==> src/rtl/sc_stat_pkg.sv <==
package sc_stat_pkg;

    localparam int DATA_W = 8;

    // status word bit positions (host software decodes these)
    localparam int ST_RDR = 0;
    localparam int ST_OVR = 1;
    localparam int ST_PAR = 2;
    localparam int ST_NSB = 3;
    localparam int ST_SIL = 4;
    localparam int ST_TBE = 5;

    typedef struct packed {
        logic silent;
        logic nostop;
        logic parity;
    } rx_err_t;

    typedef struct packed {
        logic [DATA_W-1:0] data;
        rx_err_t           err;
    } rx_entry_t;

    typedef enum logic [2:0] {
        A_DATA = 3'd0,
        A_STAT = 3'd1,
        A_CTRL = 3'd2,
        A_GT0  = 3'd3,
        A_GT1  = 3'd4
    } reg_addr_e;

    function automatic logic [DATA_W-1:0] make_status(input logic tbe, input rx_err_t e,
                                                      input logic ovr, input logic rdr);
        logic [DATA_W-1:0] s;
        s         = '0;
        s[ST_TBE] = tbe;
        s[ST_SIL] = e.silent;
        s[ST_NSB] = e.nostop;
        s[ST_PAR] = e.parity;
        s[ST_OVR] = ovr;
        s[ST_RDR] = rdr;
        return s;
    endfunction

endpackage

==> src/rtl/sc_rx_store.sv <==
module sc_rx_store
    import sc_stat_pkg::*;
#(
    parameter int DEPTH = 16
) (
    input  logic      clk,
    input  logic      rst,
    input  logic      fifo_mode,
    input  logic      push_req,
    input  rx_entry_t push_entry,
    input  logic      pop_req,
    input  logic      stat_rd,
    output logic      rdr,
    output logic      ovr,
    output rx_entry_t head
);
    localparam int CNT_W = $clog2(DEPTH + 1);
    localparam int PTR_W = (DEPTH > 1) ? $clog2(DEPTH) : 1;

    function automatic logic [PTR_W-1:0] nxt(input logic [PTR_W-1:0] p);
        return (p == PTR_W'(DEPTH - 1)) ? '0 : p + 1'b1;
    endfunction

    rx_entry_t         mem [DEPTH];
    logic [PTR_W-1:0]  rd_ptr, wr_ptr, last_ptr;
    logic [CNT_W-1:0]  cnt, cap;
    logic              pop, room, push, ovw;

    assign cap      = fifo_mode ? CNT_W'(DEPTH) : CNT_W'(1);
    assign pop      = pop_req && (cnt != '0);
    assign room     = (cnt < cap) || pop;
    assign push     = push_req && room;
    assign ovw      = push_req && !room;
    assign last_ptr = (wr_ptr == '0) ? PTR_W'(DEPTH - 1) : wr_ptr - 1'b1;

    always_ff @(posedge clk) begin
        if (rst) begin
            rd_ptr <= '0;
            wr_ptr <= '0;
            cnt    <= '0;
            ovr    <= 1'b0;
            for (int i = 0; i < DEPTH; i++) mem[i] <= '0;
        end else begin
            // clear first: a byte written to the same slot below wins
            if (stat_rd && cnt != '0) mem[rd_ptr].err <= '0;
            if (push) begin
                mem[wr_ptr] <= push_entry;
                wr_ptr      <= nxt(wr_ptr);
            end else if (ovw) begin
                mem[last_ptr] <= push_entry;
            end
            if (pop) rd_ptr <= nxt(rd_ptr);
            cnt <= cnt + CNT_W'(push) - CNT_W'(pop);
            if (ovw)          ovr <= 1'b1;
            else if (stat_rd) ovr <= 1'b0;
        end
    end

    assign rdr  = (cnt != '0);
    assign head = rdr ? mem[rd_ptr] : '0;

    p_cnt_in_cap_r3: assert property (@(posedge clk) disable iff (rst) cnt <= cap);
    p_ovr_on_overwrite_r5: assert property (@(posedge clk) disable iff (rst)
        ovw |=> ovr);
    p_room_no_ovr_r5: assert property (@(posedge clk) disable iff (rst)
        (push_req && pop && !stat_rd) |=> (ovr == $past(ovr)));
    p_read_clears_r4: assert property (@(posedge clk) disable iff (rst)
        (stat_rd && !ovw) |=> !ovr);
    p_new_wins_r6: assert property (@(posedge clk) disable iff (rst)
        (stat_rd && push && cnt == '0) |=> (head.err == $past(push_entry.err)));
endmodule

==> src/rtl/sc_tx_store.sv <==
module sc_tx_store
    import sc_stat_pkg::*;
#(
    parameter int DEPTH = 16
) (
    input  logic              clk,
    input  logic              rst,
    input  logic              fifo_mode,
    input  logic              wr_req,
    input  logic [DATA_W-1:0] wr_data,
    input  logic              load,
    output logic              tbe,
    output logic              avail,
    output logic [DATA_W-1:0] out_byte
);
    localparam int CNT_W = $clog2(DEPTH + 1);
    localparam int PTR_W = (DEPTH > 1) ? $clog2(DEPTH) : 1;

    function automatic logic [PTR_W-1:0] nxt(input logic [PTR_W-1:0] p);
        return (p == PTR_W'(DEPTH - 1)) ? '0 : p + 1'b1;
    endfunction

    logic [DATA_W-1:0] mem [DEPTH];
    logic [PTR_W-1:0]  rd_ptr, wr_ptr;
    logic [CNT_W-1:0]  cnt, cap;
    logic              push, pop;

    assign cap  = fifo_mode ? CNT_W'(DEPTH) : CNT_W'(1);
    assign push = wr_req && (cnt < cap);
    assign pop  = load && (cnt != '0);

    always_ff @(posedge clk) begin
        if (rst) begin
            rd_ptr <= '0;
            wr_ptr <= '0;
            cnt    <= '0;
            tbe    <= 1'b1;
            for (int i = 0; i < DEPTH; i++) mem[i] <= '0;
        end else begin
            if (push) begin
                mem[wr_ptr] <= wr_data;
                wr_ptr      <= nxt(wr_ptr);
            end
            if (pop) rd_ptr <= nxt(rd_ptr);
            cnt <= cnt + CNT_W'(push) - CNT_W'(pop);
            if (push)                         tbe <= 1'b0;
            else if (pop && cnt == CNT_W'(1)) tbe <= 1'b1;
        end
    end

    assign avail    = (cnt != '0);
    assign out_byte = mem[rd_ptr];

    p_tbe_is_empty_r7: assert property (@(posedge clk) disable iff (rst) tbe == (cnt == '0));
    p_tx_in_cap_r7: assert property (@(posedge clk) disable iff (rst) cnt <= cap);
    p_write_clears_tbe_r7: assert property (@(posedge clk) disable iff (rst)
        push |=> !tbe);
endmodule

==> src/rtl/sc_host_regs.sv <==
module sc_host_regs
    import sc_stat_pkg::*;
(
    input  logic              clk,
    input  logic              rst,
    input  logic              wr_en,
    input  logic [2:0]        addr,
    input  logic [DATA_W-1:0] wdata,
    output logic              txie,
    output logic [DATA_W-1:0] gt0,
    output logic [DATA_W-1:0] gt1
);
    always_ff @(posedge clk) begin
        if (rst) begin
            txie <= 1'b0;
            gt0  <= DATA_W'(1);
            gt1  <= DATA_W'(1);
        end else if (wr_en) begin
            case (reg_addr_e'(addr))
                A_CTRL:  txie <= wdata[0];
                A_GT0:   gt0  <= wdata;
                A_GT1:   gt1  <= wdata;
                default: ;
            endcase
        end
    end

    p_gt0_hold_r10: assert property (@(posedge clk) disable iff (rst)
        !(wr_en && addr == A_GT0) |=> $stable(gt0));
    p_gt1_hold_r10: assert property (@(posedge clk) disable iff (rst)
        !(wr_en && addr == A_GT1) |=> $stable(gt1));
endmodule

==> src/rtl/sc_line_status.sv <==
module sc_line_status
    import sc_stat_pkg::*;
#(
    parameter int DEPTH = 16
) (
    input  logic              clk,
    input  logic              rst,
    input  logic              fifo_mode,
    input  logic              rx_done,
    input  logic [DATA_W-1:0] rx_data,
    input  logic              rx_silent,
    input  logic              rx_nostop,
    input  logic              rx_parity,
    input  logic              tx_load,
    output logic              tx_avail,
    output logic [DATA_W-1:0] tx_byte,
    input  logic              bus_sel,
    input  logic              bus_wr,
    input  logic [2:0]        bus_addr,
    input  logic [DATA_W-1:0] bus_wdata,
    output logic [DATA_W-1:0] bus_rdata,
    output logic              irq
);
    logic              rd_en, wr_en, rx_pop, st_rd, tx_wr;
    logic              rdr, ovr, tbe, txie;
    logic [DATA_W-1:0] gt0, gt1;
    rx_entry_t         in_entry, head;

    assign rd_en  = bus_sel && !bus_wr;
    assign wr_en  = bus_sel && bus_wr;
    assign rx_pop = rd_en && (bus_addr == A_DATA);
    assign st_rd  = rd_en && (bus_addr == A_STAT);
    assign tx_wr  = wr_en && (bus_addr == A_DATA);

    assign in_entry = '{data: rx_data, err: '{silent: rx_silent, nostop: rx_nostop, parity: rx_parity}};

    sc_rx_store #(.DEPTH(DEPTH)) u_rx (
        .clk(clk), .rst(rst), .fifo_mode(fifo_mode),
        .push_req(rx_done), .push_entry(in_entry),
        .pop_req(rx_pop), .stat_rd(st_rd),
        .rdr(rdr), .ovr(ovr), .head(head)
    );

    sc_tx_store #(.DEPTH(DEPTH)) u_tx (
        .clk(clk), .rst(rst), .fifo_mode(fifo_mode),
        .wr_req(tx_wr), .wr_data(bus_wdata), .load(tx_load),
        .tbe(tbe), .avail(tx_avail), .out_byte(tx_byte)
    );

    sc_host_regs u_regs (
        .clk(clk), .rst(rst), .wr_en(wr_en), .addr(bus_addr), .wdata(bus_wdata),
        .txie(txie), .gt0(gt0), .gt1(gt1)
    );

    always_comb begin
        case (reg_addr_e'(bus_addr))
            A_DATA:  bus_rdata = head.data;
            A_STAT:  bus_rdata = make_status(tbe, head.err, ovr, rdr);
            A_CTRL:  bus_rdata = {{(DATA_W-1){1'b0}}, txie};
            A_GT0:   bus_rdata = gt0;
            A_GT1:   bus_rdata = gt1;
            default: bus_rdata = '0;
        endcase
    end

    assign irq = txie && tbe;

    p_empty_read_quiet_r11: assert property (@(posedge clk) disable iff (rst)
        (rx_pop && !rdr && !rx_done) |=> !rdr);
    p_irq_needs_empty_r9: assert property (@(posedge clk) disable iff (rst)
        (tx_avail && !tx_load) |=> !irq);
endmodule

==> config.mk <==
export PLATFORM = sky130hd
export DESIGN_NAME = sc_line_status
export DESIGN_NICKNAME = d
export VERILOG_FILES = /design/src/rtl/sc_stat_pkg.sv /design/src/rtl/sc_rx_store.sv /design/src/rtl/sc_tx_store.sv /design/src/rtl/sc_host_regs.sv /design/src/rtl/sc_line_status.sv
export SDC_FILE = /design/constraint.sdc
export NUM_CORES = 1
export LEC_CHECK = 0
export ABC_CLOCK_PERIOD_IN_PS = 7700
export BUFFER_PORTS_ARGS = -buffer_cell sky130_fd_sc_hd__buf_2
export CAP_MARGIN = 20
export CORE_MARGIN = 4
export CORE_UTILIZATION = 68
export DETAILED_ROUTE_END_ITERATION = 12
export PLACE_DENSITY = 0.83
export SKIP_CTS_REPAIR_TIMING = 1
export SYNTH_ARGS = -nofsm -noshare
export SYNTH_HDL_FRONTEND = slang
export SYNTH_SLANG_ARGS = --single-unit
==> constraint.sdc <==
create_clock -name clk -period 7.7 [get_ports clk]
set_input_delay 1.54 -clock clk [delete_from_list [all_inputs] [get_ports clk]]
set_output_delay 1.54 -clock clk [all_outputs]
set_load 0.01 [all_outputs]
# Yosys cells after proc, flatten, opt, wreduce, memory -nomap -nowiden
# Memories as Yosys holds them, arrays and structs flattened. A register that Yosys moved wholly into a read port is not among the register bits.
# Index checks and enable logic that the tools add are counted.
# classes
addsub	9
magnitude_cmp	2
eq_ne	9
n_mux	43
n_reduce_logical	29
# op_table
op	count
4-bit two-way mux	13
11-bit two-way mux	4
8-bit case mux with 5 select lines	1
11-bit OR reduction	3
1-bit two-way mux	22
4-bit by 1-bit adder with 4-bit output (second input constant)	4
4-bit equality test (second input constant)	4
1-bit logical AND	13
5-bit by 1-bit adder with 5-bit output	2
5-bit less-than comparator	2
5-bit nonzero test	2
5-bit by 1-bit subtractor with 5-bit output	2
8-bit two-way mux	1
8-bit OR reduction	1
3-bit by 2-bit equality test with 1-bit output (second input constant)	2
2-bit AND reduction	3
5-bit by 1-bit equality test with 1-bit output (second input constant)	1
5-bit two-way mux	1
4-bit logical NOT	1
2-bit nonzero test	2
4-bit by 1-bit subtractor with 4-bit output (second input constant)	1
3-bit by 1-bit equality test with 1-bit output (second input constant)	1
3-bit equality test (second input constant)	1
3-bit logical NOT	1
other kinds (3)	4
# totals
regBits	45
mem_bits_rw	304
input_bits	29
word_cells	105
mem_count	2
# memory_table
memory	depth	word_bits	rd	rd_ports_with_merged_regs	wr	line_no	rtl
u_rx.mem	16	11	1	1	16	sc_rx_store.sv:24	rx_entry_t mem [DEPTH];
u_tx.mem	16	8	1	1	16	sc_tx_store.sv:23	logic [DATA_W-1:0] mem [DEPTH];

# Logic depth before layout (Yosys ltp)
# Gate-level depths: netlist of run 1.
# logic_depth
ltp_word	13
ltp_mapped	15

# Modules after synthesis
# A second synthesis of run 1 with hierarchy kept.
# hier_totals
cells_unflattened	1305
area_unflattened_um2	16877.4
# modules_own_cells
mod	instances	cells_per_inst	area_each_um2
sc_rx_store	1	690	9198.8
sc_tx_store	1	507	6647.6
sc_host_regs	1	67	728.2
sc_line_status	1	41	302.8

# Least setup slack after synthesis of run 1
# OpenSTA, ideal clock, no wires.
# synth_timing
path_type	in2out
from	input port bus_addr[1]
to	output port bus_rdata[7]
arrival_ps	2773
path_slack_ps	3387
cell_stages	5
path_buffers	1
cell_sequence	clkbuf_1 -> or2_1 -> nor3_1 -> a222oi_1 -> inv_1
# synth_via
elab_chain_cells	2
# synth_lines
element	line_no	rtl
from (decl)	sc_line_status.sv:19	input logic [2:0] bus_addr,
3-bit equality test (tied with other cells)	sc_line_status.sv:56	case (reg_addr_e'(bus_addr))
8-bit case mux with 5 select lines *	sc_line_status.sv:56	
to (decl)	sc_line_status.sv:21	output logic [DATA_W-1:0] bus_rdata,
# Every way passes the cells marked *; elsewhere a longest branch is shown, timed or not.

==> metrics.yaml, run 1 <==
status: "completed"
crit_path_start_kind: "flop"
grt_max_degree: 52
period_needed_ns: 5.23
clk_latency_ns: 0.53
coreArea_mm2: 0.0251
gp_congestion: 0.930
path_class: "reg -> out"
grt_pass1_vias: 11070
power.density_mw_per_mm2: 271
routed_via_density: 6.84
num_vias: 11263
synth_flop_cell: "edfxtp_1"
grt_pass1_wl_um: 64200
slew_headroom: 0.253
synth_top_area_cell: "edfxtp_1"
synthTopCellsByArea: "edfxtp_1 53%, mux4_2 12%, dfxtp_1 6.1%"
diodes: 0
areaGrowthSynthToFinish_pct: 9.64
ys_types: 68
die-area_mm2: 0.0281
cts_tree: "done"
yosys.area.top_type_share: 0.527
yosys_warnings: 0
slew_violations: 0
synthesis.area_mm2: 0.0173
synth_seq_cells: 357
portBuffers: 46
cts-buffers-inserted: 36
drive_gt1_frac: 0.210
worstMarginPinSlew_ns: 1.12
first_pass_iters: 6
synth_area_per_cell_um2: 13.6
synth-edff-count: 304
rows: 58
holdWs_ns: 0.502
whs_path_depth: 2
hold_path_class: "reg -> reg"
ant_nets: 0
final_util: 0.756
final_hold_viol_count: 0
die_h_um: 168
wl_um: 41300
syn-num-nets: 1339
critPathArrivalTime_ns: 3.69
finalCritPeriodShare: 0.679
nNetsFinal: 1351
initial_core_util: 0.690
cts_root_buf: "clkbuf_16"
cts_sinks: 357
yosysSeqAreaShare: 0.588
r2r_slack_ns: 3.76
drc_errors: 0
antenna_found_initial: 1
leakage_nw: 6.62
rsz0062_at_grt: "false"
fmax_ghz: 0.191
syn_inst: 1278
place_inst: 1580
grtUsageTotal: 0.296
ioPinCount: 47
dp_hpwl_um: 26600
crit_path_end_kind: "output pin"
path_max_fanout: 25
drv_cap: 0
instances_no_fill: 1646
cts_buffer_depth: 3
ir_drop_v: 0.000209
clock_skew_ns: 0.0172
drtIter0Drc: 1620
wl_per_cell_um: 25.1
r2r_cells: 9
setup_tns_ns: 0
path_clk_slew_ns: 0.06
async_reset_ff_frac: 0
die_w_um: 168
htreeDepth: 2
required_ns: 6.16
gr-total-overflow: 0
setup_viol: 0
-- synthesized netlist by cell type, types with 10 or more instances --
master,count
a21oi_1,35
clkbuf_1,62
nor2_1,50
nor3_1,100
or2_2,16
and3_1,36
and2_1,142
mux2i_1,26
edfxtp_1,304
o21ai_0,29
dfxtp_1,53
mux4_2,91
ha_1,30
buf_2,36
o31ai_1,10
inv_1,32
nand2_1,47
nor4_1,42
-- worst max-delay path, cell delays in order, from the launching register on --
cell      delay [ns]
dfxtp_2         0.80
buf_4           0.56
mux4_2          0.58
mux2_2          0.28
a222oi_1        0.43
o211ai_1        0.28
buf_2           0.21
-- kinds of logic after synthesis --
| family | count (synthesis) | share of synthesized area |
|---|---|---|
| DFF | 357 | 0.588 |
| xor gates and xnor gates | 10 | 0.00506 |
| muxes | 123 | 0.137 |
| and+or+nand+nor | 491 | 0.164 |
| buffers and inverters | 142 | 0.0337 |
| adders and majority gates | 32 | 0.0240 |
| AOI/OAI and AO/OA | 123 | 0.0479 |
-- stage by stage --
stage | cell area [µm²] | setup slack (ns) | power (mW)
2_1_floorplan | 17300 | 3.39 | 3.09
3_3_place_gp | 17800 | 2.60 | 3.39
3_5_place_dp | 17800 | 2.60 | 3.42
4_1_cts | 19000 | 2.43 | 5.13
5_1_grt | 19000 | 2.19 | 5.33
6_report | 19000 | 2.47 | 5.14
-- cell usage in the layout (no fill, tap or decap), types with 26 or more instances in the layout --
cell / count
o21ai_0: 28
buf_2: 47
mux4_2: 91
nor3_1: 100
mux2i_1: 26
nand2_1: 47
edfxtp_1: 304
clkbuf_16: 37
a21oi_1: 35
ha_1: 30
and3_1: 36
nor2_1: 46
buf_4: 35
nor4_1: 42
inv_1: 32
dfxtp_1: 50
and2_1: 142
-- power breakdown --
group	leakage, nW	internal, mW	switching [mW]
Sequential	3.53	2.22	0.0667
Clock	0.560	1.01	0.719
Combinational	2.52	0.397	0.723
Total	6.62	3.63	1.51
-- cell type report --
| cell class | instances | area [µm²] |
|---|---|---|
| clock buffer | 43 | 948 |
| tap | 330 | 413 |
| clock inverter | 21 | 206 |
| timing repair buffer | 83 | 505 |
| fill | 1510 | 6120 |
| inverter | 33 | 124 |
| multi-input combinational | 779 | 6600 |
| sequential | 357 | 10200 |
-- flip-flops by register name (all words and copies together) (netlist names), named ones only --
signal and count:
u_tx.rd_ptr 4, u_regs.gt0 8, u_rx.wr_ptr 4, u_rx.ovr 1, u_tx.wr_ptr 4, u_tx.cnt 5, u_regs.gt1 8, u_rx.mem 176
u_rx.cnt 5, u_tx.tbe 1, u_tx.mem 128, u_regs.txie 1, u_rx.rd_ptr 4
-- worst paths after layout --
kind | start | end
min | u_regs.gt0[1]$_SDFFE_PP0P_ | u_regs.gt0[1]$_SDFFE_PP0P_
max | flop | bus_rdata[2]
min reg2reg | u_regs.gt0[1]$_SDFFE_PP0P_ | u_regs.gt0[1]$_SDFFE_PP0P_
max reg2reg | u_rx.cnt[1]$_SDFF_PP0_ | u_rx.mem[12][7]$_SDFFCE_PN0P_
-- layer usage --
layer | wire, µm | GRT usage | vias to the layer above
met2 | 20000 | 0.476 | 715
li1 | - | - | 4908
met5 | 16 | 0 | -
met1 | 15500 | 0.407 | 5517
met3 | 4090 | 0.0593 | 121
met4 | 1680 | 0.111 | 2
Note: power is estimated with default switching activity, not from simulation.
==> run 2: changes to the inputs <==
- ABC_CLOCK_PERIOD_IN_PS: 7700 -> 4450
- CORE_UTILIZATION: 68 -> 57
- PLACE_DENSITY: 0.83 -> 0.74
- clock period: 7.7 -> 4.45 ns (I/O delays scaled with it)
==> metrics.yaml, run 2 (synthesized netlist as in run 1, its figures left out) <==
drive_gt1_frac: 0.230  # was 0.210
clock_skew_ns: 0.0220  # was 0.0172 ns
setup_viol: 0  # unchanged
cp-startpoint: "u_rx.cnt[3]$_SDFF_PP0_"
period_needed_ns: 4.05
fill_cells: 2133  # was 1510
slew_violations: 0  # unchanged
die_h_um: 182  # was 168 µm
rsz0062_at_grt: "false"  # unchanged
holdWs_ns: 0.470  # was 0.502 ns
grt_pass1_vias: 10803  # was 11070
ant_nets: 0  # unchanged
ioPinCount: 47  # unchanged
num_vias: 11084  # was 11263
cts-buffers-inserted: 38  # was 36
critPathArrivalTime_ns: 3.16  # was 3.69 ns
grtUsageTotal: 0.246  # was 0.296
drv_cap: 0  # unchanged
cts_sinks: 357  # unchanged
total_power_mw: 9.12  # was 5.14 mW
first_pass_iters: 8  # was 6
portBuffers: 46  # unchanged
crit_path_end_kind: "output pin"  # unchanged
dp_hpwl_um: 27200  # was 26600 µm
clk_latency_ns: 0.54  # was 0.53 ns
largest_reg_flops: 176  # unchanged
die-area_mm2: 0.0332  # was 0.0281 mm²
path_class: "reg -> out"  # unchanged
gp_congestion: 0.874  # was 0.930
fmax_ghz: 0.247
initial_core_util: 0.581  # was 0.690
cts_buffer_depth: 3  # unchanged
drtIter0Drc: 1287  # was 1620
drc_errors: 0  # unchanged
die_w_um: 182  # was 168 µm
cts_tree: "done"  # unchanged
finalCritPeriodShare: 0.909
leakage_nw: 6.80  # was 6.62 nW
gr-total-overflow: 0  # unchanged
path_max_fanout: 5  # was 25
wl_per_cell_um: 23.4  # was 25.1 µm
power.density_mw_per_mm2: 471  # was 271 mW/mm²
min_from: "u_regs.gt0[0]$_SDFFE_PP1P_"  # was u_regs.gt0[1]$_SDFFE_PP0P_
slew_headroom: 0.342  # was 0.253
wl_um: 40600  # was 41300 µm
rows: 63  # was 58
regMostFlops: "u_rx.mem"  # unchanged
worstMarginPinSlew_ns: 0.974  # was 1.12 ns
status: "completed"  # unchanged
diodes: 0  # unchanged
path_clk_slew_ns: 0.06  # about the same
cts_root_buf: "clkbuf_16"  # unchanged
setup_tns_ns: 0  # unchanged
final_hold_viol_count: 0  # unchanged
hold_path_class: "reg -> reg"  # unchanged
areaGrowthSynthToFinish_pct: 11.9  # was 9.64%
routed_via_density: 6.38  # was 6.84
crit_path_start_kind: "flop"  # unchanged
r2r-start: "u_rx.cnt[3]$_SDFF_PP0_"  # was u_rx.cnt[1]$_SDFF_PP0_
grt_pass1_wl_um: 63300  # was 64200 µm
reg_top3: "u_rx.mem (176), u_tx.mem (128)"  # unchanged
ir_drop_v: 0.000363  # was 0.000209 V
final_cell_mix: "304 x edfxtp_1, 142 x and2_1, 100 x nor3_1"  # unchanged
nNetsFinal: 1377  # was 1351
htreeDepth: 2  # unchanged
final_common_cell: "edfxtp_1"  # unchanged
required_ns: 3.56  # was 6.16 ns
coreArea_mm2: 0.0298  # was 0.0251 mm²
antenna_found_initial: 0  # was 1
grt_max_degree: 47  # was 52
[run 2: changes by cell type in the layout (fill, tap and decap cells not counted), moves of 2 or more]
| cell | before | now |
|---|---|---|
| buf_4 | 35 | 55 |
| clkinv_1 | 10 | 6 |
| buf_2 | 47 | 50 |
| clkinv_2 | 3 | 6 |
| buf_12 | 0 | 2 |
| clkbuf_16 | 37 | 39 |
| clkbuf_8 | 0 | 2 |
| clkinv_8 | 0 | 2 |
| inv_6 | 2 | 0 |
[run 2: report_power, final]
part | internal, mW | switching [mW]
clock network | 1.89 | 1.31
registers | 3.84 | 0.103
logic | 0.718 | 1.26
total | 6.44 | 2.68
[run 2: area by class of cell]
class / instances / area (µm²) / area share
flip-flops and latches: 357 / 10200 / 0.526
multi-input cells: 779 / 6600 / 0.341
clock buffers: 48 / 1030 / 0.0531
repair buffers: 107 / 703 / 0.0363
well taps: 390 / 488 / 0.0252
clock inverters: 22 / 238 / 0.0123
inverters: 33 / 124 / 0.00639
[run 2: worst paths after layout]
kind	end	slack, ns	cells past startpoint
setup / recovery	bus_rdata[3]	0.40	7
hold / removal	u_regs.gt0[0]$_SDFFE_PP1P_	0.47	2
setup reg to reg	u_rx.cnt[4]$_SDFF_PP0_	1.06	13
hold reg to reg	u_regs.gt0[0]$_SDFFE_PP1P_	0.47	2
[run 2: layer usage]
layer  global-route usage  part of all wire  vias to the layer above
met2                0.372              0.46                      572
met3               0.0444             0.096                       64
li1                     -                 -                     4964
met1                0.373              0.42                     5484
met5                    0                 0                        -
met4               0.0669             0.025                        0
[run 2: per-stage QoR]
stage          area (µm²)  setup WS, ns  utilization  cells
4_1_cts             19400         0.406        0.650   1732
3_5_place_dp        18100         0.702        0.607   1662
5_1_grt             19400         0.302        0.650   1736
3_3_place_gp        18100         0.789        0.607   1662
6_report            19400         0.405        0.650   1736
2_1_floorplan       17300          1.01            -   1278
[run 2: worst max-delay path, cell delays in order (launching register included)]
cell and delay, ns:
dfxtp_1 0.36, inv_1 0.11, ha_1 0.17, nor4b_1 0.79
nor3_1 0.23, a222oi_1 0.48, o211ai_1 0.28, buf_2 0.22
==> run 3: changes to the inputs <==
- ABC_CLOCK_PERIOD_IN_PS: 4450 -> 3500
- CORE_UTILIZATION: 57 -> 40
- PLACE_DENSITY: 0.74 -> 0.54
- clock period: 4.45 -> 3.5 ns (I/O delays scaled with it)
==> metrics.yaml, run 3 (synthesized netlist as in run 1, its figures left out) <==
status: "finished with violations"  # was completed
violations: "setup timing"
gr-total-overflow: 0  # unchanged
r2r_cells: 9  # was 13
setup_tns_ns: -0.353  # was 0 ns
largest_reg_flops: 176  # unchanged
portBuffers: 46  # unchanged
path_depth: 6  # was 7
slew_headroom: 0.293  # was 0.342
cts_root_buf: "clkbuf_16"  # unchanged
drv_cap: 0  # unchanged
grtUsageTotal: 0.191  # was 0.246
final_common_cell: "edfxtp_1"  # unchanged
grt_pass1_wl_um: 68800  # was 63300 µm
ioPinCount: 47  # unchanged
cts-buffers-inserted: 41  # was 38
areaGrowthSynthToFinish_pct: 15.2  # was 11.9%
layout.area.seq_mm2: 0.0102  # about the same
final_cell_mix: "304 x edfxtp_1, 142 x and2_1, 100 x nor3_1"  # unchanged
worst_path_max_delay_cell: "mux4_2"  # was nor4b_1
die_h_um: 216  # was 182 µm
drtIter0Drc: 920  # was 1287
period_needed_ns: 3.61
fill_cells: 3860  # was 2133
finalCritPeriodShare: 1.03
worstMarginPinSlew_ns: 1.06  # was 0.974 ns
grt_pass1_vias: 10952  # was 10803
fmax_ghz: 0.277
antenna_found_initial: 0  # unchanged
reg_top3: "u_rx.mem (176), u_tx.mem (128)"  # unchanged
gp_congestion: 0.848  # was 0.874
critical_path.cell_chain: "buf_16 > mux4_2 > mux2_4 > a222oi_1 > o211ai_1 > buf_2"  # was inv_1 > ha_1 > nor4b_1 > nor3_1 > a222oi_1 > o211ai_1 > buf_2
crit_family: "multiplexers"  # was simple AND/OR/NAND/NOR gates
max_stage_delay_ns: 0.52  # was 0.79 ns
whs_path_depth: 2  # unchanged
r2r-start: "u_rx.cnt[2]$_SDFF_PP0_"  # was u_rx.cnt[3]$_SDFF_PP0_
cts_buffer_depth: 3  # unchanged
drive_gt1_frac: 0.244  # was 0.230
holdWs_ns: 0.478  # was 0.470 ns
path_class: "reg -> out"  # unchanged
die-area_mm2: 0.0467  # was 0.0332 mm²
num_vias: 10886  # was 11084
die_w_um: 216  # was 182 µm
rsz0062_at_grt: "true"  # was false
fin_ws_ns: -0.112  # was 0.405 ns
wl_per_cell_um: 23.1  # was 23.4 µm
clock_skew_ns: 0.0144  # was 0.0220 ns
setup_viol: 7  # was 0
initial_core_util: 0.408  # was 0.581
wl_um: 45000  # was 40600 µm
critPathBufInv: 2  # unchanged
path_clk_slew_ns: 0.06  # about the same
cts_sinks: 357  # unchanged
slew_violations: 0  # unchanged
cts_tree: "done"  # unchanged
power.density_mw_per_mm2: 593  # was 471 mW/mm²
final_hold_viol_count: 0  # unchanged
regMostFlops: "u_rx.mem"  # unchanged
dp_hpwl_um: 29800  # was 27200 µm
crit_path_end_kind: "output pin"  # unchanged
path_max_fanout: 10  # was 5
min_from: "u_regs.gt1[0]$_SDFFE_PP1P_"  # was u_regs.gt0[0]$_SDFFE_PP1P_
htreeDepth: 2  # unchanged
nNetsFinal: 1407  # was 1377
required_ns: 2.80  # was 3.56 ns
leakage_nw: 6.99  # was 6.80 nW
clk_latency_ns: 0.54  # about the same
critPathArrivalTime_ns: 2.91  # was 3.16 ns
ant_nets: 0  # unchanged
ir_drop_v: 0.000336  # was 0.000363 V
multi_input_area_mm2: 0.00663  # was 0.00660 mm²
coreArea_mm2: 0.0424  # was 0.0298 mm²
first_pass_iters: 5  # was 8
crit_path_start_kind: "flop"  # unchanged
drc_errors: 0  # unchanged
hold_path_class: "reg -> reg"  # unchanged
grt_max_degree: 58  # was 47
routed_via_density: 5.58  # was 6.38
rows: 75  # was 63
==> run 3: path summary, 6_finish.rpt <==
| check | to | slack [ns] |
|---|---|---|
| worst max register to register | u_rx.mem[12][1]$_SDFFCE_PN0P_ | 0.32 |
| worst min-delay path | u_regs.gt1[0]$_SDFFE_PP1P_ | 0.48 |
| worst min register to register | u_regs.gt1[0]$_SDFFE_PP1P_ | 0.48 |
| worst max-delay path | bus_rdata[2] | -0.11 |
==> run 3: metrics by stage <==
step	area [µm²]	worst slack, ns	std cells	total power, mW	utilization
after detailed placement	18500	0.0692	1865	7.78	0.436
after floorplan	17300	0.246	1278	6.80	-
after global routing	20000	-0.160	1949	12.3	0.470
final	20000	-0.112	1950	11.8	0.470
after global placement	18500	0.0875	1865	7.76	0.436
after CTS	19700	-0.382	1934	11.9	0.465
==> run 3: layout make-up <==
cell class                 count  share of cell area
timing repair buffer         134              0.0520
multi-input combinational    779               0.332
sequential                   357               0.511
inverter                      33             0.00621
clock inverter                20             0.00890
antenna                        1            0.000125
clock buffer                  49              0.0534
tap                          577              0.0362
==> run 3: routing by layer <==
| metal | vias to the layer above | track usage | wire [µm] |
|---|---|---|---|
| met5 | - | 0 | 0 |
| met4 | 0 | 0.0516 | 997 |
| met3 | 57 | 0.0332 | 2680 |
| met2 | 332 | 0.304 | 21200 |
| met1 | 5477 | 0.274 | 20100 |
| li1 | 5020 | - | - |
==> run 3: report_power, final <==
group	total, mW	leakage [nW]	internal (mW)	switching [mW]
Sequential	5.02	3.53	4.88	0.140
Clock	4.09	0.609	2.38	1.71
Combinational	2.71	2.85	1.02	1.70
==> run 3: worst reg2reg max path: cells and delay by family, from the launching register on <==
family | cells | cell delay [ns]
AO/OA/AOI/OAI | 2 | 0.93
adder cells (fa/ha/maj) | 1 | 0.20
buffers and inverters | 3 | 0.42
flip-flops | 1 | 0.32
AND/OR/NAND/NOR | 3 | 0.96
